===== config.mk =====
export PLATFORM = sky130hd
export DESIGN_NAME = chop_seq_ctrl
export DESIGN_NICKNAME = d
export VERILOG_FILES = /design/src/rtl/chop_seq_pkg.sv /design/src/rtl/chop_fall_det.sv /design/src/rtl/chop_req_latch.sv /design/src/rtl/chop_pol_sel.sv /design/src/rtl/chop_intv_cnt.sv /design/src/rtl/chop_seq_ctrl.sv
export SDC_FILE = /design/constraint.sdc
export NUM_CORES = 1
export LEC_CHECK = 0
export BUFFER_PORTS_ARGS = -buffer_cell sky130_fd_sc_hd__buf_2
export CORE_AREA = 2 2 39 41
export CTS_BUF_LIST = sky130_fd_sc_hd__clkbuf_8
export CTS_CLUSTER_SIZE = 10
export DETAILED_ROUTE_END_ITERATION = 10
export DIE_AREA = 0 0 41 43
export GPL_ROUTABILITY_DRIVEN = 1
export GPL_TIMING_DRIVEN = 1
export PLACE_DENSITY_LB_ADDON = 0.3
export REMOVE_ABC_BUFFERS = 1
export SLEW_MARGIN = 20
export SYNTH_ARGS = -nofsm -noshare
export SYNTH_HDL_FRONTEND = slang
export SYNTH_SLANG_ARGS = --single-unit

===== constraint.sdc =====
create_clock -name clk_i -period 1.2 [get_ports clk_i]
set_input_delay 0.24 -clock clk_i [delete_from_list [all_inputs] [get_ports clk_i]]
set_output_delay 0.24 -clock clk_i [all_outputs]
set_load 0.02 [all_outputs]

===== src/rtl/chop_seq_pkg.sv =====
package chop_seq_pkg;
  typedef enum logic [1:0] {
    MODE_AUTO_LO = 2'b00,
    MODE_REV     = 2'b01,
    MODE_POS     = 2'b10,
    MODE_AUTO_HI = 2'b11
  } chop_mode_e;

  function automatic logic mode_forced(input logic [1:0] m);
    return m[1] ^ m[0];
  endfunction

  function automatic logic mode_pol(input logic [1:0] m);
    return (chop_mode_e'(m) == MODE_REV);
  endfunction
endpackage


===== src/rtl/chop_fall_det.sv =====
module chop_fall_det #(
  parameter int unsigned W = 2
) (
  input  logic         clk_i,
  input  logic         rst_ni,
  input  logic [W-1:0] sig_i,
  output logic [W-1:0] fall_o
);
  logic [W-1:0] prev_q;

  for (genvar i = 0; i < W; i++) begin : g_bit
    always_ff @(posedge clk_i or negedge rst_ni) begin
      if (!rst_ni) prev_q[i] <= 1'b0;
      else         prev_q[i] <= sig_i[i];
    end
    assign fall_o[i] = prev_q[i] & ~sig_i[i];
  end
endmodule


===== src/rtl/chop_req_latch.sv =====
module chop_req_latch (
  input  logic clk_i,
  input  logic rst_ni,
  input  logic set_i,
  input  logic take_i,
  output logic pend_o
);
  logic pend_q;

  // same-cycle set is visible to the consumer
  assign pend_o = pend_q | set_i;

  always_ff @(posedge clk_i or negedge rst_ni) begin
    if (!rst_ni)     pend_q <= 1'b0;
    else if (take_i) pend_q <= 1'b0;
    else             pend_q <= pend_o;
  end
endmodule


===== src/rtl/chop_pol_sel.sv =====
module chop_pol_sel
  import chop_seq_pkg::*;
(
  input  logic       clk_i,
  input  logic       rst_ni,
  input  logic       step_i,
  input  logic       alt_next_i,
  input  logic       first_i,
  input  logic [1:0] mode_i,
  output logic       pol_o,
  output logic       alt_o
);
  logic reg_pol_q, pol_q, alt_q;
  logic pol_d;

  always_comb begin
    if (alt_next_i)
      pol_d = mode_forced(mode_i) ? mode_pol(mode_i) : 1'b0;
    else if (first_i && mode_forced(mode_i))
      pol_d = mode_pol(mode_i);
    else
      pol_d = ~reg_pol_q;
  end

  always_ff @(posedge clk_i or negedge rst_ni) begin
    if (!rst_ni) begin
      pol_q     <= 1'b0;
      alt_q     <= 1'b0;
      reg_pol_q <= 1'b0;
    end else if (step_i) begin
      pol_q <= pol_d;
      alt_q <= alt_next_i;
      if (!alt_next_i) reg_pol_q <= pol_d;
    end
  end

  assign pol_o = pol_q;
  assign alt_o = alt_q;


  auto_flip_chk: assert property (@(posedge clk_i) disable iff (!rst_ni)
    (step_i && !alt_next_i && !mode_forced(mode_i)) |=> (pol_o != $past(reg_pol_q)));
endmodule


===== src/rtl/chop_intv_cnt.sv =====
module chop_intv_cnt #(
  parameter int unsigned N_CYC = 8
) (
  input  logic clk_i,
  input  logic rst_ni,
  input  logic step_i,
  output logic wrap_o
);
  localparam int unsigned CNT_W = $clog2(N_CYC + 1);
  localparam logic [CNT_W-1:0] LAST = CNT_W'(N_CYC - 1);

  logic [CNT_W-1:0] cnt_q;
  logic             wrap_q;

  always_ff @(posedge clk_i or negedge rst_ni) begin
    if (!rst_ni) begin
      cnt_q  <= '0;
      wrap_q <= 1'b0;
    end else begin
      wrap_q <= step_i && (cnt_q == LAST);
      if (step_i) cnt_q <= (cnt_q == LAST) ? '0 : cnt_q + 1'b1;
    end
  end

  assign wrap_o = wrap_q;


  wrap_zero_chk: assert property (@(posedge clk_i) disable iff (!rst_ni)
    wrap_o |-> (cnt_q == '0));
endmodule


===== src/rtl/chop_seq_ctrl.sv =====
module chop_seq_ctrl
  import chop_seq_pkg::*;
#(
  parameter int unsigned N_CYC = 8
) (
  input  logic       clk_i,
  input  logic       rst_ni,
  input  logic       cyc_busy_i,
  input  logic       xfer_busy_i,
  input  logic       alt_req_i,
  input  logic [1:0] chop_mode_i,
  output logic       pol_rev_o,
  output logic       alt_cyc_o,
  output logic       cyc_end_o,
  output logic       intv_end_o
);
  logic [1:0] fall;
  logic       bnd, xfer_fall, alt_next, first_pend, cyc_end_q;

  chop_fall_det #(.W(2)) u_fall (
    .clk_i (clk_i),
    .rst_ni(rst_ni),
    .sig_i ({xfer_busy_i, cyc_busy_i}),
    .fall_o(fall)
  );
  assign bnd       = fall[0];
  assign xfer_fall = fall[1];

  chop_req_latch u_alt_req (
    .clk_i (clk_i),
    .rst_ni(rst_ni),
    .set_i (alt_req_i),
    .take_i(bnd),
    .pend_o(alt_next)
  );

  // consumed only by the next regular cycle
  chop_req_latch u_first_req (
    .clk_i (clk_i),
    .rst_ni(rst_ni),
    .set_i (xfer_fall),
    .take_i(bnd && !alt_next),
    .pend_o(first_pend)
  );

  chop_pol_sel u_pol (
    .clk_i     (clk_i),
    .rst_ni    (rst_ni),
    .step_i    (bnd),
    .alt_next_i(alt_next),
    .first_i   (first_pend),
    .mode_i    (chop_mode_i),
    .pol_o     (pol_rev_o),
    .alt_o     (alt_cyc_o)
  );

  chop_intv_cnt #(.N_CYC(N_CYC)) u_cnt (
    .clk_i (clk_i),
    .rst_ni(rst_ni),
    .step_i(bnd && !alt_cyc_o),
    .wrap_o(intv_end_o)
  );

  always_ff @(posedge clk_i or negedge rst_ni) begin
    if (!rst_ni) cyc_end_q <= 1'b0;
    else         cyc_end_q <= bnd;
  end
  assign cyc_end_o = cyc_end_q;


  hold_between_chk: assert property (@(posedge clk_i) disable iff (!rst_ni)
    !cyc_end_o |-> ($stable(pol_rev_o) && $stable(alt_cyc_o)));


  intv_on_regular_chk: assert property (@(posedge clk_i) disable iff (!rst_ni)
    intv_end_o |-> (cyc_end_o && !$past(alt_cyc_o)));


  alt_auto_pos_chk: assert property (@(posedge clk_i) disable iff (!rst_ni)
    (cyc_end_o && alt_cyc_o && !mode_forced($past(chop_mode_i))) |-> !pol_rev_o);


  alt_forced_chk: assert property (@(posedge clk_i) disable iff (!rst_ni)
    (cyc_end_o && alt_cyc_o && mode_forced($past(chop_mode_i)))
      |-> (pol_rev_o == mode_pol($past(chop_mode_i))));
endmodule


# ---- After elaboration in Yosys (flattened, before gate mapping)
# Index checks and enable logic that the tools add are counted.
# Widths: inputs -> output; s select.
dict set report totals {
  register_bits 13
  input_bits 7
  output_inout_bits 4
}
dict set report op_classes {
  addsub 1
  n_eq_ne 2
  n_mux 6
  bitwise 9
  reduce_logical 7
}
# operator n
set ops {}
lappend ops {{$mux 1} 5}
lappend ops {{$add 4x1->4 const B} 1}
lappend ops {{$eq 4x3->1 const B} 1}
lappend ops {{$logic_and 1x1->1} 4}
lappend ops {{$mux 4} 1}
lappend ops {{$not 1->1} 4}
lappend ops {{$and 1x1->1} 2}
lappend ops {{$eq 2x1->1 const B} 1}
lappend ops {{$logic_not 1->1} 2}
lappend ops {{$or 1x1->1} 2}
lappend ops {{$reduce_and 2->1} 1}
lappend ops {{$xor 1x1->1} 1}

# ---- Longest topological paths before layout
dict set report logic_depth {
  ltp_word 6
  depth_mapped 6
  ltp_nobuf 6
}

# ---- By module
# A second synthesis with hierarchy kept.
dict set report unflattened {
  cells_unflattened 45
  area_unflattened_um2 594.3
}
# module n_inst cells_per_inst area_per_inst_um2 seq_area_each_um2
set by_module_without_submodules {}
lappend by_module_without_submodules {chop_intv_cnt 1 17 215.2 125.1}
lappend by_module_without_submodules {chop_pol_sel 1 15 166.4 75.1}
lappend by_module_without_submodules {chop_req_latch 2 3 41.3 25.0}
lappend by_module_without_submodules {chop_fall_det 1 4 77.6 50.0}
lappend by_module_without_submodules {chop_seq_ctrl 1 3 52.6 25.0}

# ---- Worst setup path after synthesis
# OpenSTA, ideal clock, no wires.
dict set report synth_path {
  path_kind {input -> register}
  startpoint {in chop_mode_i[1]}
  endpoint {reg u_pol.pol_q (netlist: u_pol.pol_o)}
  setup_ps 82
  arrival_time_ps 1205
  required_time_ps 1118
  path_slack_ps -87
  cell_stages 5
  path_buffers 0
  cell_sequence {inv_1 -> ha_1 -> o21ba_1 -> or4_1 -> a31oi_1}
}
dict set report synth_via {
  elab_chain_len 4
}
# element line_no
set synth_rtl {}
lappend synth_rtl {{start, declared} chop_seq_ctrl.sv:11} ;# input logic [1:0] chop_mode_i,
lappend synth_rtl {{$xor 1x1->1} chop_seq_pkg.sv:10} ;# return m[1] ^ m[0];
lappend synth_rtl {{$logic_and 1x1->1} chop_pol_sel.sv:19} ;# else if (first_i && mode_forced(mode_i))
lappend synth_rtl {{$mux 1} chop_pol_sel.sv:19}
lappend synth_rtl {{$mux 1 (*)} chop_pol_sel.sv:17} ;# if (alt_next_i)
lappend synth_rtl {{end signal, assigned} chop_pol_sel.sv:31} ;# pol_q <= pol_d;
lappend synth_rtl {{end, declared} chop_pol_sel.sv:13} ;# logic reg_pol_q, pol_q, alt_q;
# Mark *: on every way between the ends. The rest lies on a longest branch, timed or not.
# A chain may end at the register's enable or synchronous reset.

# ---- Worst setup path after layout
dict set report layout_path {
  startpoint {reg u_fall.prev_q[1]}
  endpoint {reg u_pol.pol_q (netlist: u_pol.pol_o)}
}
dict set report layout_via {
  elab_chain_len 5
}
# element line_no
set layout_rtl {}
lappend layout_rtl {{start, declared} chop_fall_det.sv:9} ;# logic [W-1:0] prev_q;
lappend layout_rtl {{start signal, assigned by index} chop_fall_det.sv:14} ;# else prev_q[i] <= sig_i[i];
lappend layout_rtl {{$and 1x1->1} chop_fall_det.sv:16} ;# assign fall_o[i] = prev_q[i] & ~sig_i[i];
lappend layout_rtl {{$or 1x1->1} chop_req_latch.sv:11} ;# assign pend_o = pend_q | set_i;
lappend layout_rtl {{$logic_and 1x1->1} chop_pol_sel.sv:19}
lappend layout_rtl {{$mux 1} chop_pol_sel.sv:19}
lappend layout_rtl {{$mux 1} chop_pol_sel.sv:17}
# Every way passes these cells.

==> results.cfg <==
[logic_synthesis]
ys_ff_latch = 13
synth_cells = 46
synth_area_um2 = 543
synth_edf_count = 0
synthArstFlopShare = 1.00
ys_seq_area_frac = 0.599
synth.distinct_cells = 19
synth_flop_cell = dfrtp_1
postSynthAreaPerCell_um2 = 11.8
ys_warn_count = 0

[floorplan]
ios = 11
row_count = 14
die_x_um = 41
start_util = 0.392
die-area_um2 = 1760
die_height_um = 43
core_area_um2 = 1380

[critical_path]
r2r_cells = 4
endpoint_kind = register
start_kind = register
r2r-start = u_fall.prev_q[1]$_DFF_PN0_
max_stage_delay_ns = 0.39
reg2reg_slack_ns = -0.09
arrival_ns = 1.45
crit_path_cell_trace = nor2b_4, o21ba_1, or4_1, a31oi_1
cp_slowest_cell = or4_1
criticalPathCategory = register to register
worstPathMaxFanout = 3
r2r_end = u_pol.pol_o$_DFFE_PN0P_
crit_required_ns = 1.36

[timing]
setup_slack_ns = -0.0930
max_freq_mhz = 773
tightest_slew_ns = 0.304
maxSlewHeadroom = 0.796
slew_viol_final = 0
setup_viol = 1
fin_skew_ns = 0.00275
hold_viol = 0
period_minus_slack_ns = 1.29
rsz0062_at_grt = true
fin_crit_sh = 1.08
tns_ns = -0.0930
hold_slack_ns = 0.121

[worst_hold_path]
hold_depth = 1
min-delay-start = cyc_busy_i
hp-class = primary input to register
min_to = u_fall.prev_q[0]$_DFF_PN0_

[run]
max_cap_viol_count = 0

[finish]
layout-drive-gt1-share = 0.344
ff_latch_area_um2 = 325
diodes = 0
stdcell_count = 80
finalNetCount = 74
final_common_cell = dfrtp_1
layout_common_cells = dfrtp_1 (13), buf_2 (10), nor2_1 (9)
area_growth_syn_to_layout_pct = 28.6
multi_input_area_um2 = 218
final_util = 0.505
fill_cells = 139

[route]
ant_nets = 0
routed_via_density = 4.98
wl_per_cell_um = 11.2
drt_iter0_drc = 2
firstDrtPassIters = 4
vias = 398
drt_wl_total_um = 895
drcViolationCount = 0

[clock_network]
post_cts_buffers = 0
clock_latency_ns = 0.24
path_clk_slew_ns = 0.05
cts.path.max_buffers = 2
cts_sinks = 13
cts_max_level = 1
cts_root_buf = clkbuf_8
cts_tree = built
numCtsBuffers = 3

[global_route]
gr-total-overflow = 0
grt_max_degree = 14
grt_pass1_vias = 361
grt_first_pass_wirelength_mm = 1.49
grt_usage = 0.134
antenna_found_initial = 0

[placement]
port_buffers = 10
post-place-cells = 75
dpl_worst_slack_ns = -0.268
gp_congestion = 0.751
hpwl_um = 679

[power_and_ir_drop]
p_leak_uw = 0.000338
power_density_nw_per_um2 = 1720
vdd_drop_max_v = 0.000611

[run_status]
violations = setup timing
status = complete, but fails checks
[flip-flops by register name (all words and copies together), names as in the netlist]
| name | flops |
|---|---|
| u_cnt.cnt_q | 4 |
| u_fall.prev_q | 2 |
| cyc_end_o | 1 |
| u_alt_req.pend_q | 1 |
| u_cnt.wrap_o | 1 |
| u_first_req.pend_q | 1 |
| u_pol.alt_o | 1 |
| u_pol.pol_o | 1 |
| u_pol.reg_pol_q | 1 |
[where the power goes]
| part | internal, µW | switching, µW | leakage, µW | total [µW] |
|---|---|---|---|---|
| sequential | 530 | 70.3 | 0.000154 | 600 |
| combinational | 118 | 103 | 0.000157 | 221 |
| clock | 226 | 152 | 0.0000269 | 378 |
[layer usage]
metal,vias to the layer above,GRT usage,part of all wire
met2,11,0.175,0.46
met5,-,0,0
met3,4,0.0314,0.045
met4,0,0.140,0.038
met1,186,0.164,0.46
li1,197,-,-
[final cells by class]
| class | instances | area share |
|---|---|---|
| multi-input cells | 31 | 0.312 |
| clock inverters | 1 | 0.00538 |
| clock buffers | 3 | 0.0591 |
| inverters | 2 | 0.0108 |
| repair buffers | 14 | 0.118 |
| well taps | 16 | 0.0287 |
| flip-flops and latches | 13 | 0.466 |
[synth_stat cells (2+ instances only)]
cell | count | area share
a31oi_1 | 2 | 0.023
dfrtp_1 | 13 | 0.60
ha_1 | 2 | 0.046
inv_1 | 2 | 0.014
mux2_2 | 2 | 0.041
nand2_1 | 2 | 0.014
nor2_1 | 10 | 0.069
nor3_1 | 2 | 0.018
[stage by stage]
step           total power (µW)  instance area [µm²]
2_1_floorplan               747                  543
4_1_cts                    1220                  691
6_report                   1200                  698
3_3_place_gp                814                  636
3_5_place_dp                827                  636
5_1_grt                    1280                  698
[kinds of logic after synthesis]
family | after synthesis | synth area share
adders and majority gates | 2 | 0.0461
AOI/OAI and AO/OA | 6 | 0.0737
xor gates and xnor gates | 1 | 0.0161
and+or+nand+nor | 19 | 0.191
muxes | 3 | 0.0599
DFF | 13 | 0.599
buffers and inverters | 2 | 0.0138
[how the worst max path moves through the flow]
| stage | startpoint | endpoint | slack [ns] | cells after the start |
|---|---|---|---|---|
| after floorplan | chop_mode_i[1] | u_pol.pol_o$_DFFE_PN0P_ | -0.09 | 5 |
| after global placement | chop_mode_i[0] | u_pol.pol_o$_DFFE_PN0P_ | -0.19 | 5 |
| after detailed placement | chop_mode_i[0] | u_pol.pol_o$_DFFE_PN0P_ | -0.27 | 5 |
| after CTS | u_fall.prev_q[1]$_DFF_PN0_ | u_pol.pol_o$_DFFE_PN0P_ | -0.11 | 4 |
| after global routing | u_fall.prev_q[1]$_DFF_PN0_ | u_pol.pol_o$_DFFE_PN0P_ | -0.18 | 4 |
| final | u_fall.prev_q[1]$_DFF_PN0_ | u_pol.pol_o$_DFFE_PN0P_ | -0.09 | 4 |
[critical path: cells and delay by family, from the launching register on]
family	cells	cell delay, ns
AND/OR/NAND/NOR	2	0.52
flip-flops	1	0.36
AO/OA/AOI/OAI	2	0.33
[repair_timing]
action                                  4_1_cts  5_1_grt
endpoints found under the setup margin        1        4
hold buffers                                  1        0
hold endpoints to repair                     13        0
pin swaps                                     1        0
gates resized for setup                       0        2
Power figures use the tool's default switching activity.
